==> config.mk <==
export PLATFORM = sky130hd
export DESIGN_NAME = gated_ratio_counter
export DESIGN_NICKNAME = d
export VERILOG_FILES = /design/src/rtl/gratio_pkg.sv /design/src/rtl/edge_sync.sv /design/src/rtl/window_div.sv /design/src/rtl/bcd_chain.sv /design/src/rtl/update_latch.sv /design/src/rtl/gated_ratio_counter.sv
export SDC_FILE = /design/constraint.sdc
export NUM_CORES = 1
export LEC_CHECK = 0
export BUFFER_PORTS_ARGS = -buffer_cell sky130_fd_sc_hd__buf_2
export CAP_MARGIN = 0
export CORE_MARGIN = 4
export CORE_UTILIZATION = 33
export DETAILED_ROUTE_END_ITERATION = 10
export GPL_ROUTABILITY_DRIVEN = 0
export HOLD_SLACK_MARGIN = 0.15
export SLEW_MARGIN = 20
export SYNTH_ARGS = -nofsm -noshare
export SYNTH_HDL_FRONTEND = slang
export SYNTH_SLANG_ARGS = --single-unit
==> constraint.sdc <==
create_clock -name clk -period 1.2 [get_ports clk]
set_clock_uncertainty 0.1 [all_clocks]
set_input_delay 0.18 -clock clk [delete_from_list [all_inputs] [get_ports clk]]
set_output_delay 0.18 -clock clk [all_outputs]
set_load 0.1 [all_outputs]
==> src/rtl/gratio_pkg.sv <==
package gratio_pkg;

  localparam int unsigned DIGIT_W = 4;

  typedef logic [DIGIT_W-1:0] bcd_t;

  localparam bcd_t BCD_TOP  = 4'd9;
  localparam bcd_t BCD_ZERO = 4'd0;

  localparam int unsigned NUM_CH = 3;

  typedef enum int unsigned {
    CH_MEAS = 0,
    CH_REF  = 1,
    CH_UPD  = 2
  } chan_e;

  function automatic bcd_t bcd_step(input bcd_t d);
    return (d == BCD_TOP) ? BCD_ZERO : bcd_t'(d + 4'd1);
  endfunction

endpackage

==> src/rtl/edge_sync.sv <==
module edge_sync #(
  parameter int unsigned SYNC_STAGES = 2
) (
  input  logic clk,
  input  logic rst_n,
  input  logic async_i,
  output logic level_o,
  output logic rise_o,
  output logic fall_o
);

  localparam int unsigned TOP = SYNC_STAGES - 1;

  logic [SYNC_STAGES-1:0] chain_q;
  logic [SYNC_STAGES-1:0] chain_d;
  logic                   prev_q;
  logic                   prev_d;

  generate
    if (SYNC_STAGES == 1) begin : g_one
      always_comb chain_d = async_i;
    end else begin : g_many
      always_comb chain_d = {chain_q[SYNC_STAGES-2:0], async_i};
    end
  endgenerate

  always_comb begin
    prev_d  = chain_q[TOP];
    level_o = chain_q[TOP];
    rise_o  = chain_q[TOP] & ~prev_q;
    fall_o  = ~chain_q[TOP] & prev_q;
  end

  always_ff @(posedge clk or negedge rst_n) begin
    if (!rst_n) begin
      chain_q <= '0;
      prev_q  <= 1'b0;
    end else begin
      chain_q <= chain_d;
      prev_q  <= prev_d;
    end
  end

endmodule

==> src/rtl/window_div.sv <==
module window_div (
  input  logic clk,
  input  logic rst_n,
  input  logic meas_rise_i,
  output logic window_o,
  output logic win_end_o
);

  logic win_q;
  logic win_d;
  logic win_en;

  always_comb begin
    win_en    = meas_rise_i;
    win_d     = ~win_q;
    win_end_o = meas_rise_i & win_q;
    window_o  = win_q;
  end

  always_ff @(posedge clk or negedge rst_n) begin
    if (!rst_n) begin
      win_q <= 1'b0;
    end else if (win_en) begin
      win_q <= win_d;
    end
  end

endmodule

==> src/rtl/bcd_chain.sv <==
module bcd_chain
  import gratio_pkg::*;
#(
  parameter int unsigned DIGITS = 3
) (
  input  logic                        clk,
  input  logic                        rst_n,
  input  logic                        inc_i,
  input  logic                        clr_i,
  output logic [DIGITS*DIGIT_W-1:0]   count_o
);

  logic [DIGITS:0] carry;

  always_comb carry[0] = inc_i;

  generate
    for (genvar i = 0; i < DIGITS; i++) begin : g_digit
      bcd_t dig_q;
      bcd_t dig_d;
      logic dig_en;

      always_comb begin
        carry[i+1] = carry[i] & (dig_q == BCD_TOP);
        dig_en     = clr_i | carry[i];
        dig_d      = clr_i ? BCD_ZERO : bcd_step(dig_q);
        count_o[i*DIGIT_W +: DIGIT_W] = dig_q;
      end

      always_ff @(posedge clk or negedge rst_n) begin
        if (!rst_n) begin
          dig_q <= BCD_ZERO;
        end else if (dig_en) begin
          dig_q <= dig_d;
        end
      end
    end
  endgenerate

endmodule

==> src/rtl/update_latch.sv <==
module update_latch #(
  parameter int unsigned WIDTH = 12
) (
  input  logic             clk,
  input  logic             rst_n,
  input  logic             upd_fall_i,
  input  logic             win_end_i,
  input  logic [WIDTH-1:0] count_i,
  output logic [WIDTH-1:0] held_o,
  output logic             pend_o
);

  logic             pend_q;
  logic             pend_d;
  logic             take;
  logic [WIDTH-1:0] held_q;

  always_comb begin
    take = win_end_i & pend_q;
    if (upd_fall_i) begin
      pend_d = 1'b1;
    end else if (take) begin
      pend_d = 1'b0;
    end else begin
      pend_d = pend_q;
    end
    held_o = held_q;
    pend_o = pend_q;
  end

  always_ff @(posedge clk or negedge rst_n) begin
    if (!rst_n) begin
      pend_q <= 1'b0;
    end else begin
      pend_q <= pend_d;
    end
  end

  always_ff @(posedge clk or negedge rst_n) begin
    if (!rst_n) begin
      held_q <= '0;
    end else if (take) begin
      held_q <= count_i;
    end
  end

endmodule

==> src/rtl/gated_ratio_counter.sv <==
module gated_ratio_counter
  import gratio_pkg::*;
#(
  parameter int unsigned DIGITS      = 3,
  parameter int unsigned SYNC_STAGES = 2
) (
  input  logic                      clk,
  input  logic                      rst_n,
  input  logic                      meas_osc_i,
  input  logic                      ref_osc_i,
  input  logic                      upd_req_i,
  output logic [DIGITS*DIGIT_W-1:0] held_bcd_o,
  output logic                      window_o
);

  localparam int unsigned CW = DIGITS * DIGIT_W;

  logic [1:0] rst_pipe_q;
  logic       rst_i_n;

  always_ff @(posedge clk or negedge rst_n) begin
    if (!rst_n) begin
      rst_pipe_q <= 2'b00;
    end else begin
      rst_pipe_q <= {rst_pipe_q[0], 1'b1};
    end
  end

  always_comb rst_i_n = rst_pipe_q[1];

  logic [NUM_CH-1:0] async_vec;
  logic [NUM_CH-1:0] lvl_vec;
  logic [NUM_CH-1:0] rise_vec;
  logic [NUM_CH-1:0] fall_vec;

  always_comb begin
    async_vec[CH_MEAS] = meas_osc_i;
    async_vec[CH_REF]  = ref_osc_i;
    async_vec[CH_UPD]  = upd_req_i;
  end

  generate
    for (genvar c = 0; c < NUM_CH; c++) begin : g_sync
      edge_sync #(.SYNC_STAGES(SYNC_STAGES)) u_sync (
        .clk     (clk),
        .rst_n   (rst_i_n),
        .async_i (async_vec[c]),
        .level_o (lvl_vec[c]),
        .rise_o  (rise_vec[c]),
        .fall_o  (fall_vec[c])
      );
    end
  endgenerate

  logic meas_rise;
  logic ref_rise;
  logic upd_fall;
  logic win;
  logic win_end;
  logic cnt_inc;
  logic pend;
  logic [CW-1:0] cnt_flat;

  always_comb begin
    meas_rise = rise_vec[CH_MEAS];
    ref_rise  = rise_vec[CH_REF];
    upd_fall  = fall_vec[CH_UPD];
  end

  window_div u_win (
    .clk         (clk),
    .rst_n       (rst_i_n),
    .meas_rise_i (meas_rise),
    .window_o    (win),
    .win_end_o   (win_end)
  );

  always_comb cnt_inc = ref_rise & win & ~win_end;

  bcd_chain #(.DIGITS(DIGITS)) u_cnt (
    .clk     (clk),
    .rst_n   (rst_i_n),
    .inc_i   (cnt_inc),
    .clr_i   (win_end),
    .count_o (cnt_flat)
  );

  update_latch #(.WIDTH(CW)) u_hold (
    .clk        (clk),
    .rst_n      (rst_i_n),
    .upd_fall_i (upd_fall),
    .win_end_i  (win_end),
    .count_i    (cnt_flat),
    .held_o     (held_bcd_o),
    .pend_o     (pend)
  );

  always_comb window_o = win;

endmodule

## Word-level counts from Yosys, hierarchy flattened

Index checks and enable logic that the tools add are counted.

- Bitwise logic cells: 17
- Add/subtract/negate cells: 3
- Equality and inequality tests: 3
- Reductions and logical operators: 1
- Mux-type cells: 8

Operators with widths:

| cell | count |
|---|---|
| two-way mux 4 bit | 6 |
| adder 4 x 1 -> 4 bit (second input constant) | 3 |
| equality test 4 bit (second input constant) | 3 |
| bitwise AND 1 bit | 9 |
| inverter 1 bit | 5 |
| OR 1 bit | 3 |
| two-way mux 1 bit | 2 |
| nonzero test 2 bit | 1 |

- Output and inout port bits: 13
- Bits in registers: 37
- Input port bits: 5

## Longest topological paths before layout

Gate-level depths: netlist (run 1).

- Depth in word-level cells: 8
- Depth in mapped cells: 6

## By module

A second synthesis (run 1) with hierarchy kept.

- Cells, all modules: 129
- Area, all modules: 1659.1 µm²

Modules (own cells, without submodules):

| module | seq. area each (µm²) | area each (µm²) | cells an instance | instances |
|---|---|---|---|---|
| bcd_chain | 300.3 | 758.2 | 78 | 1 |
| update_latch | 325.3 | 526.8 | 29 | 1 |
| edge_sync | 75.1 | 90.1 | 5 | 3 |
| gated_ratio_counter | 50.0 | 62.6 | 4 | 1 |
| window_div | 25.0 | 41.3 | 3 | 1 |

## Least setup slack after synthesis (run 1)

OpenSTA, ideal clock, no wires.

- Path kind: register to register
- Start: register u_win.win_q (netlist: u_win.window_o)
- End: register u_cnt.g_digit[2].dig_q[3]
- Library setup time: 124 ps
- Path slack: -921 ps
- Buffers on the path: 1
- Cell stages (with the launch flop): 6
- Data required time: 976 ps
- Arrival: 1897 ps
- Path through: dfrtp_1 > and3b_1 > buf_6 > nand4_4 > and2_4 > a211o_1

- Longest elaborated chain between the ends: 6

Ends and longest elaborated chain:

| item | line | RTL |
|---|---|---|
| start: declaration | window_div.sv:9 | `logic win_q;` |
| start signal: assignment | window_div.sv:24 | `win_q <= win_d;` |
| bitwise AND 1 bit | window_div.sv:16 | `win_end_o = meas_rise_i & win_q;` |
| inverter 1 bit | gated_ratio_counter.sv:78 | `always_comb cnt_inc = ref_rise & win & ~win_end;` |
| bitwise AND 1 bit | gated_ratio_counter.sv:78 |  |
| bitwise AND 1 bit (2 in series) | bcd_chain.sv:24 | `carry[i+1] = carry[i] & (dig_q == BCD_TOP);` |
| OR 1 bit | bcd_chain.sv:25 | `dig_en = clr_i \| carry[i];` |
| end signal: assignment | bcd_chain.sv:34 | `dig_q <= dig_d;` |
| end: declaration | bcd_chain.sv:19 | `bcd_t dig_q;` |

Parallel ways exist; a longest one is shown, timed or not.
A chain may end at the register's enable or synchronous reset.

## Worst setup path in the final report (run 1)

- Start: register u_cnt.g_digit[1].dig_q[1]
- End: register u_cnt.g_digit[2].dig_q[3]

- Longest elaborated chain between the ends: 3

Ends and longest elaborated chain:

| item | line |
|---|---|
| start: declaration | bcd_chain.sv:19 |
| start signal: assignment | bcd_chain.sv:34 |
| equality test 4 bit | bcd_chain.sv:24 |
| bitwise AND 1 bit | bcd_chain.sv:24 |
| OR 1 bit | bcd_chain.sv:25 |

Every way passes these cells.

==> flow_metrics.tcl, run 1 <==
set metrics [dict create \
    vias 1167 \
    dr.first_iter.drc_count 72 \
    synth_fa_ha_area_share_pct 4.800 \
    worst_ep_arrival_time_ns 1.72 \
    yosys.area_share.simple_pct 15.52 \
    die_area_sq_um 5905 \
    crit_type "reg -> reg" \
    worstSetupEndpointType "flop" \
    grt_pass1_wl_microns 5982 \
    avgRoutedWirePerCell_microns 14.20 \
    yosysUniqueCellTypes 36 \
    critPathLaunch "u_cnt.g_digit[1].dig_q[1]$_DFFE_PN0P_" \
    syn_avg_cell_area_sq_um 12.82 \
    regToRegSetupSlack_ns -0.43 \
    yosysTopAreaCell "dfrtp_1" \
    synth-edff-count 0 \
    antenna_found_initial 0 \
    initial_core_util_pct 34.96 \
    timing.rr.start "u_cnt.g_digit[1].dig_q[1]$_DFFE_PN0P_" \
    p_per_area_nw_per_um2 1517 \
    synthXorXnorAreaFrac_pct 1.680 \
    seqPwrFrac_pct 38.1 \
    post-route-util_pct 56.26 \
    drive_above_1_share_pct 51.83 \
    place_hpwl_microns 2264 \
    drt_pass1_iterations 4 \
    htree_levels 2 \
    endpoint "u_cnt.g_digit[2].dig_q[3]$_DFFE_PN0P_" \
    fp.coreArea_sq_um 4474 \
    postPlaceCellArea_sq_um 2085 \
    ys.flop_type "dfrtp_1" \
    setup_slack_ns -0.4346 \
    status "finished, violations left" \
    drv_slew 0 \
    synthArstFlopShare_pct 100.0 \
    ys_top_cells_by_area "dfrtp_1, ha_1, mux2_2" \
    std_cell_rows 24 \
    cts_root_buffer "clkbuf_8" \
    yosys_warnings 0 \
    final_hold_viol_count 0 \
    io_buffers 17 \
    rsz0062_at_grt "yes" \
    period_share_pct 136.2 \
    overflow 0 \
    fin_total_pwr_mw 3.820 \
    cp.required_ns 1.28 \
    num_io_pins 18 \
    insertion_delay_ns 0.29 \
    ff2ff_path_depth 6 \
    p_clk_share_pct 29.3 \
    viasPerCell 4.802 \
    path_max_fanout 6 \
    synth_common_cells "dfrtp_1, nand2_1, o21ai_0" \
    violations "negative setup slack" \
    synthCells 122 \
    clockBufferDepth 2 \
    tns_ns -6.668 \
    peakVddDrop_v 0.001063 \
    diodes 0 \
    cap_violations 0 \
    grt_pass1_vias 1237 \
    yosysMostFrequentCell "dfrtp_1" \
    clk_pin_slew_ns 0.07 \
    drtAntennaViolNets 0 \
    dieHeight_microns 76.85 \
    internal_power_mw 2.611 \
    start_kind "flop" \
    synth.area.mux_share_pct 7.760 \
    synth.cell_area_sq_um 1564 \
    whs_ns 0.2529 \
    r2r-end "u_cnt.g_digit[2].dig_q[3]$_DFFE_PN0P_" \
    drcViolationCount 0 \
    area_growth_pct 60.96 \
    cts_buffers 5 \
    synthDominantCellAreaShare_pct 59.20 \
    grt_max_degree 20 \
    grtUsageTotal_pct 12.94 \
    postLayoutCellArea_sq_um 2517 \
    period_needed_ns 1.635 \
    setup_viol 26 \
    cts_tree "done" \
    synth_nets 133 \
    synth-compound-area-share_pct 7.680 \
    switching_share_pct 31.64 \
    fmax_mhz 611.8 \
    nets 201 \
    die_width_microns 76.85 \
    worstHoldPathType "reg -> reg" \
    power.switching_mw 1.209 \
    combPwrFrac_pct 32.5 \
    synth_top_family_by_area "simple AND/OR/NAND/NOR gates" \
    synth_seq_cells 37 \
    wirelength_microns 3450 \
    ys_seq_area_share_pct 59.20 \
    p_leak_nw 1.224 \
    cts_sinks 37 \
]
## state kept, by name, indices dropped and copies added, names as in the netlist
| register | flops |
|---|---|
| g_sync.u_sync.prev_q | 3 |
| g_sync.u_sync.chain_q | 6 |
| u_hold.held_o | 12 |
| rst_pipe_q | 2 |
| u_win.window_o | 1 |
| u_hold.pend_o | 1 |
| u_cnt.g_digit.dig_q | 12 |
## placed cells by master, fill, tap and decap left out, types with 2 or more instances in the layout
| cell type | count |
|---|---|
| nand2_2 | 3 |
| nor2_1 | 2 |
| buf_4 | 29 |
| ha_1 | 5 |
| o21ai_2 | 2 |
| mux2_4 | 9 |
| nand2_1 | 10 |
| o21ai_1 | 6 |
| nand3b_1 | 2 |
| nand3_1 | 3 |
| inv_1 | 4 |
| buf_2 | 4 |
| and3b_2 | 4 |
| clkbuf_8 | 6 |
| dfrtp_1 | 35 |
| dlygate4sd3_1 | 8 |
| a21oi_1 | 3 |
| buf_12 | 14 |
| mux2i_1 | 2 |
| buf_6 | 9 |
## worst min-delay path by stage
stage / start / end / cells after the start
finish: g_sync[0].u_sync.chain_q[0]$_DFF_PN0_ / g_sync[0].u_sync.chain_q[1]$_DFF_PN0_ / 0
floorplan: rst_n / rst_pipe_q[0]$_DFF_PN0_ / 0
global placement: rst_n / rst_pipe_q[0]$_DFF_PN0_ / 1
global route: rst_pipe_q[0]$_DFF_PN0_ / rst_pipe_q[1]$_DFF_PN0_ / 0
CTS: g_sync[0].u_sync.chain_q[0]$_DFF_PN0_ / g_sync[0].u_sync.chain_q[1]$_DFF_PN0_ / 0
detailed placement: rst_n / rst_pipe_q[0]$_DFF_PN0_ / 1
## critical path: stages (launching register included)
cell and delay, ns:
dfrtp_1 0.38, inv_1 0.09, ha_1 0.16, and3b_2 0.23
nand4_4 0.14, and2_4 0.19, a211o_1 0.24
## power groups by stage
stage,clock network (mW),registers (mW),logic (mW)
global route,1.21,1.47,1.33
floorplan,0,1.81,0.243
finish,1.12,1.46,1.24
detailed placement,0,1.47,0.977
global placement,0,1.47,0.950
CTS,1.14,1.46,1.13
## routing by layer
| layer | vias up | GRT usage, % | routed length, microns |
|---|---|---|---|
| met1 | 572 | 15.75 | 1423 |
| met5 | - | 0 | 0 |
| li1 | 560 | - | - |
| met4 | 0 | 4.348 | 79 |
| met3 | 6 | 3.864 | 166 |
| met2 | 29 | 21.78 | 1781 |
## logic make-up after synthesis
kind of cell / after synthesis
DFF: 37
AOI/OAI and AO/OA: 19
muxes: 11
other: 1
adders and majority gates: 6
buffers and inverters: 8
xor gates and xnor gates: 3
and+or+nand+nor: 37
## final cells by class
class	count	area [sq um]
Multi-Input combinational cell	77	683.2
Tap cell	52	65.06
Timing Repair Buffer	64	699.4
Fill cell	371	1957
Clock buffer	6	82.58
Clock inverter	2	37.54
Sequential cell	37	930.9
Inverter	5	18.77
## stage by stage
step / worst slack [ns] / std cells
3_5_place_dp: -0.4519 / 211
2_1_floorplan: -0.4951 / 122
6_report: -0.4346 / 243
5_1_grt: -0.5222 / 243
3_3_place_gp: -0.3886 / 211
4_1_cts: -0.4429 / 236
## what timing repair did
item                                    in CTS  in global routing
gates cloned                                 0                  0
setup buffers                                9                  8
endpoints found under the setup margin      25                 31
hold buffers                                 8                  0
endpoints found under the hold margin       12                  0
pin swaps                                   13                 10
resized for setup                           23                 15
(Power assumes the default switching activity.)
==> inputs of run 2 (changes only) <==
--- a/config.mk
+++ b/config.mk
@@ -7,11 +7,14 @@
 export LEC_CHECK = 0
 export BUFFER_PORTS_ARGS = -buffer_cell sky130_fd_sc_hd__buf_2
 export CAP_MARGIN = 0
+export CELL_PAD_IN_SITES_DETAIL_PLACEMENT = 2
+export CELL_PAD_IN_SITES_GLOBAL_PLACEMENT = 2
 export CORE_MARGIN = 4
 export CORE_UTILIZATION = 33
 export DETAILED_ROUTE_END_ITERATION = 10
 export GPL_ROUTABILITY_DRIVEN = 0
 export HOLD_SLACK_MARGIN = 0.15
+export PLACE_DENSITY_LB_ADDON = 0.1
 export SLEW_MARGIN = 20
 export SYNTH_ARGS = -nofsm -noshare
 export SYNTH_HDL_FRONTEND = slang
==> flow_metrics.tcl, run 2 (synthesis results as in run 1) <==
set metrics [dict create \
    grt_pass1_wl_microns 8066 \
    start_kind "flop" \
    critPathLaunch "u_cnt.g_digit[0].dig_q[1]$_DFFE_PN0P_" \
    cts_buffers 5 \
    r2r-end "u_cnt.g_digit[2].dig_q[3]$_DFFE_PN0P_" \
    die_area_sq_um 5905 \
    overflow 0 \
    vias 1246 \
    place_hpwl_microns 2832 \
    postPlaceCellArea_sq_um 2122 \
    htree_levels 2 \
    internal_power_mw 2.585 \
    final_cell_mix "buf_4, dfrtp_1, buf_12" \
    path_max_fanout 5 \
    drive_above_1_share_pct 57.95 \
    insertion_delay_ns 0.29 \
    antenna_found_initial 0 \
    final_common_cell "buf_4" \
    fin_cells 247 \
    fmax_mhz 583.8 \
    fp.coreArea_sq_um 4474 \
    grt_pass1_vias 1514 \
    clockBufferDepth 2 \
    p_clk_share_pct 28.0 \
    final_hold_viol_count 0 \
    io_buffers 17 \
    p_per_area_nw_per_um2 1531 \
    avgRoutedWirePerCell_microns 21.95 \
    ff2ff_path_depth 6 \
    drv_slew 0 \
    dr.first_iter.drc_count 48 \
    die_width_microns 76.85 \
    cap_violations 0 \
    endpoint "u_cnt.g_digit[2].dig_q[3]$_DFFE_PN0P_" \
    crit_type "reg -> reg" \
    status "finished, violations left" \
    dp_cells 216 \
    dieHeight_microns 76.85 \
    period_share_pct 142.8 \
    num_io_pins 18 \
    switching_share_pct 34.80 \
    std_cell_rows 24 \
    period_needed_ns 1.713 \
    drcViolationCount 0 \
    seqPwrFrac_pct 37.7 \
    setup_slack_ns -0.5130 \
    whs_ns 0.2576 \
    grtUsageTotal_pct 18.26 \
    cts_root_buffer "clkbuf_8" \
    regToRegSetupSlack_ns -0.51 \
    drt_pass1_iterations 4 \
    grt_max_degree 36 \
    combPwrFrac_pct 34.3 \
    peakVddDrop_v 0.001387 \
    worstHoldPathType "reg -> reg" \
    clk_pin_slew_ns 0.08 \
    drtAntennaViolNets 0 \
    postLayoutCellArea_sq_um 2590 \
    violations "negative setup slack" \
    cts_tree "done" \
    p_leak_nw 1.239 \
    cp.required_ns 1.28 \
    diodes 0 \
    setup_viol 28 \
    nets 205 \
    rsz0062_at_grt "yes" \
    timing.rr.start "u_cnt.g_digit[0].dig_q[1]$_DFFE_PN0P_" \
    power.switching_mw 1.380 \
    area_growth_pct 65.60 \
    cts_sinks 37 \
    viasPerCell 5.045 \
    initial_core_util_pct 34.96 \
    worst_ep_arrival_time_ns 1.79 \
    worstSetupEndpointType "flop" \
    wirelength_microns 5422 \
]
[run 2: cell types whose count changed in the layout (fill, tap and decap cells not counted), moves of 2 or more]
cell,change
nand2_1,-2
dlygate4sd3_1,-2
dfrtp_1,-2
nand2_4,+2
o21ai_1,-2
o21ai_2,+2
dfrtp_2,+2
buf_4,+6
[run 2: final cells by class]
class / instances / area [sq um]
Tap cell: 52 / 65.06
Clock buffer: 5 / 68.82
Multi-Input combinational cell: 78 / 744.5
Sequential cell: 37 / 933.4
Fill cell: 407 / 1884
Inverter: 5 / 18.77
Clock inverter: 3 / 46.29
Timing Repair Buffer: 67 / 713.2
[run 2: timing repair]
action	in CTS	in global routing
gates resized for setup	35	17
hold endpoints to repair	7	0
hold buffers	6	0
setup endpoints to repair	26	38
pin swaps	9	5
setup buffers	11	10
cloned	1	0
[run 2: worst max-delay path: stages (launching register included)]
cell and delay, ns:
dfrtp_1 0.40, inv_2 0.09, ha_4 0.14, and3b_2 0.27, nand4_4 0.13, and2_4 0.21, a211o_1 0.27
[run 2: how the worst min path moves through the flow]
stage | from | endpoint | slack (ns) | depth (start not counted)
after floorplan | rst_n | rst_pipe_q[0]$_DFF_PN0_ | -0.22 | 0
after global placement | rst_n | rst_pipe_q[0]$_DFF_PN0_ | -0.14 | 1
after detailed placement | rst_n | rst_pipe_q[0]$_DFF_PN0_ | -0.13 | 1
after CTS | g_sync[2].u_sync.chain_q[0]$_DFF_PN0_ | g_sync[2].u_sync.chain_q[1]$_DFF_PN0_ | 0.26 | 0
after global routing | rst_pipe_q[0]$_DFF_PN0_ | rst_pipe_q[1]$_DFF_PN0_ | 0.28 | 0
final | g_sync[1].u_sync.chain_q[0]$_DFF_PN0_ | g_sync[1].u_sync.chain_q[1]$_DFF_PN0_ | 0.26 | 0
[run 2: power by group through the flow]
stage	registers (mW)	clock network, mW	logic (mW)
2_1_floorplan	1.81	0	0.243
3_3_place_gp	1.46	0	0.991
3_5_place_dp	1.48	0	1.02
4_1_cts	1.47	1.12	1.21
5_1_grt	1.51	1.21	1.43
6_report	1.50	1.11	1.36
[run 2: metal layers]
| metal | vias to the layer above | GRT usage, % | routed length [microns] | share of wire, % |
|---|---|---|---|---|
| met1 | 649 | 20.00 | 2096 | 39 |
| met3 | 6 | 4.801 | 147 | 2.7 |
| met2 | 25 | 33.28 | 3119 | 58 |
| li1 | 566 | - | - | - |
| met5 | - | 0 | 0 | 0 |
| met4 | 0 | 7.246 | 58 | 1.1 |
[run 2: stage by stage]
step,total power [mW],setup TNS [ns],setup slack [ns],util (%)
global placement,2.453,-6.118,-0.3828,47.43
finish,3.965,-8.763,-0.5130,57.89
detailed placement,2.504,-7.385,-0.5282,47.43
floorplan,2.055,-8.761,-0.4951,-
CTS,3.809,-7.675,-0.4697,55.43
global route,4.150,-10.38,-0.5798,57.89
==> inputs of run 3 (changes only) <==
--- a/config.mk
+++ b/config.mk
@@ -15,6 +15,7 @@
 export GPL_ROUTABILITY_DRIVEN = 0
 export HOLD_SLACK_MARGIN = 0.15
 export PLACE_DENSITY_LB_ADDON = 0.1
+export SKIP_CTS_REPAIR_TIMING = 1
 export SLEW_MARGIN = 20
 export SYNTH_ARGS = -nofsm -noshare
 export SYNTH_HDL_FRONTEND = slang
==> flow_metrics.tcl, run 3 (synthesis results as in run 1) <==
set metrics [dict create \
    worst_ep_arrival_time_ns 1.77 \
    critPathTopFamily "simple AND/OR/NAND/NOR gates" \
    cp_slowest_cell "dfrtp_1" \
    place_hpwl_microns 2832 \
    cts_root_buffer "clkbuf_8" \
    grt_max_degree 36 \
    p_per_area_nw_per_um2 1528 \
    setup_slack_ns -0.4872 \
    violations "negative setup slack" \
    crit_type "reg -> reg" \
    tns_ns -7.466 \
    dieHeight_microns 76.85 \
    die_width_microns 76.85 \
    clockBufferDepth 2 \
    avgRoutedWirePerCell_microns 19.39 \
    period_needed_ns 1.687 \
    worstHoldPathType "reg -> async" \
    setup_viol 28 \
    whs_ns 0.1297 \
    final_hold_viol_count 0 \
    p_leak_nw 1.208 \
    fmax_mhz 592.7 \
    cts_tree "done" \
    std_cell_rows 24 \
    final_common_cell "dfrtp_1" \
    cts_buffers 5 \
    drt_pass1_iterations 4 \
    path_max_fanout 5 \
    crit_path_cell_trace "inv_2 > ha_4 > and3b_2 > nand4_4 > and2_4 > a211o_1" \
    fin_total_pwr_mw 3.845 \
    vias 1197 \
    area_growth_pct 60.88 \
    fin_cells 239 \
    antenna_found_initial 0 \
    drive_above_1_share_pct 55.08 \
    path_buf_inv 1 \
    viasPerCell 5.008 \
    fp.coreArea_sq_um 4474 \
    peakVddDrop_v 0.001285 \
    worstSetupEndpointType "flop" \
    final_cell_mix "dfrtp_1, buf_4, buf_12" \
    drcViolationCount 0 \
    critPathMaxStageDelay_ns 0.41 \
    wirelength_microns 4635 \
    dp_cells 216 \
    drv_slew 0 \
    grt_pass1_vias 1347 \
    cts_sinks 37 \
    drtAntennaViolNets 0 \
    insertion_delay_ns 0.29 \
    rsz0062_at_grt "yes" \
    cap_violations 0 \
    status "finished, violations left" \
    die_area_sq_um 5905 \
    num_io_pins 18 \
    postPlaceCellArea_sq_um 2122 \
    overflow 0 \
    clk_pin_slew_ns 0.09 \
    initial_core_util_pct 34.96 \
    dr.first_iter.drc_count 36 \
    grtUsageTotal_pct 14.37 \
    start_kind "flop" \
    io_buffers 17 \
    postLayoutCellArea_sq_um 2516 \
    nets 197 \
    htree_levels 2 \
    cp.required_ns 1.28 \
    grt_pass1_wl_microns 6651 \
    diodes 0 \
    period_share_pct 140.6 \
]
==> run 3: changes by cell type in the layout (fill, tap and decap cells not counted), sizes merged <==
cell         delta
buf             -7
dlygate4sd3     -1
==> run 3: cell type report <==
type / instances / area, sq um
Sequential cell: 37 / 930.9
Clock inverter: 3 / 46.29
Inverter: 5 / 18.77
Tap cell: 52 / 65.06
Clock buffer: 5 / 68.82
Fill cell: 418 / 1958
Multi-Input combinational cell: 78 / 739.5
Timing Repair Buffer: 59 / 646.9
==> run 3: metal layers <==
metal  GRT usage (%)  share of wire, %  wire, microns
met2           25.87                55           2555
met1           15.99                41           1893
met4           5.435              0.82             38
met3           3.981               3.2            147
met5               0                 0              0
==> run 3: power by group <==
group          leakage, nW  switching, mW  internal (mW)
Clock               0.0543          0.496          0.622
Sequential           0.481          0.124           1.36
Combinational        0.673          0.704          0.540
Total                 1.21           1.32           2.52
==> run 3: per-stage QoR <==
step                      utilization [%]  setup slack [ns]
after detailed placement            47.43           -0.5282
after global routing                56.24           -0.5620
final                               56.24           -0.4872
after CTS                           50.00           -0.6163
after global placement              47.43           -0.3828
after floorplan                         -           -0.4951
==> run 3: path summary, 6_finish.rpt <==
check / from / to / slack [ns] / cells after the start
setup / recovery: u_cnt.g_digit[0].dig_q[1]$_DFFE_PN0P_ / u_cnt.g_digit[2].dig_q[3]$_DFFE_PN0P_ / -0.49 / 6
hold / removal: rst_pipe_q[1]$_DFF_PN0_ / u_cnt.g_digit[2].dig_q[0]$_DFFE_PN0P_ / 0.13 / 1
setup reg to reg: u_cnt.g_digit[0].dig_q[1]$_DFFE_PN0P_ / u_cnt.g_digit[2].dig_q[3]$_DFFE_PN0P_ / -0.49 / 6
hold reg to reg: rst_pipe_q[1]$_DFF_PN0_ / u_cnt.g_digit[2].dig_q[0]$_DFFE_PN0P_ / 0.13 / 1
max in group asynchronous: rst_n / rst_pipe_q[1]$_DFF_PN0_ / 0.23 / 3
min in group clk: g_sync[2].u_sync.chain_q[0]$_DFF_PN0_ / g_sync[2].u_sync.chain_q[1]$_DFF_PN0_ / 0.26 / 0
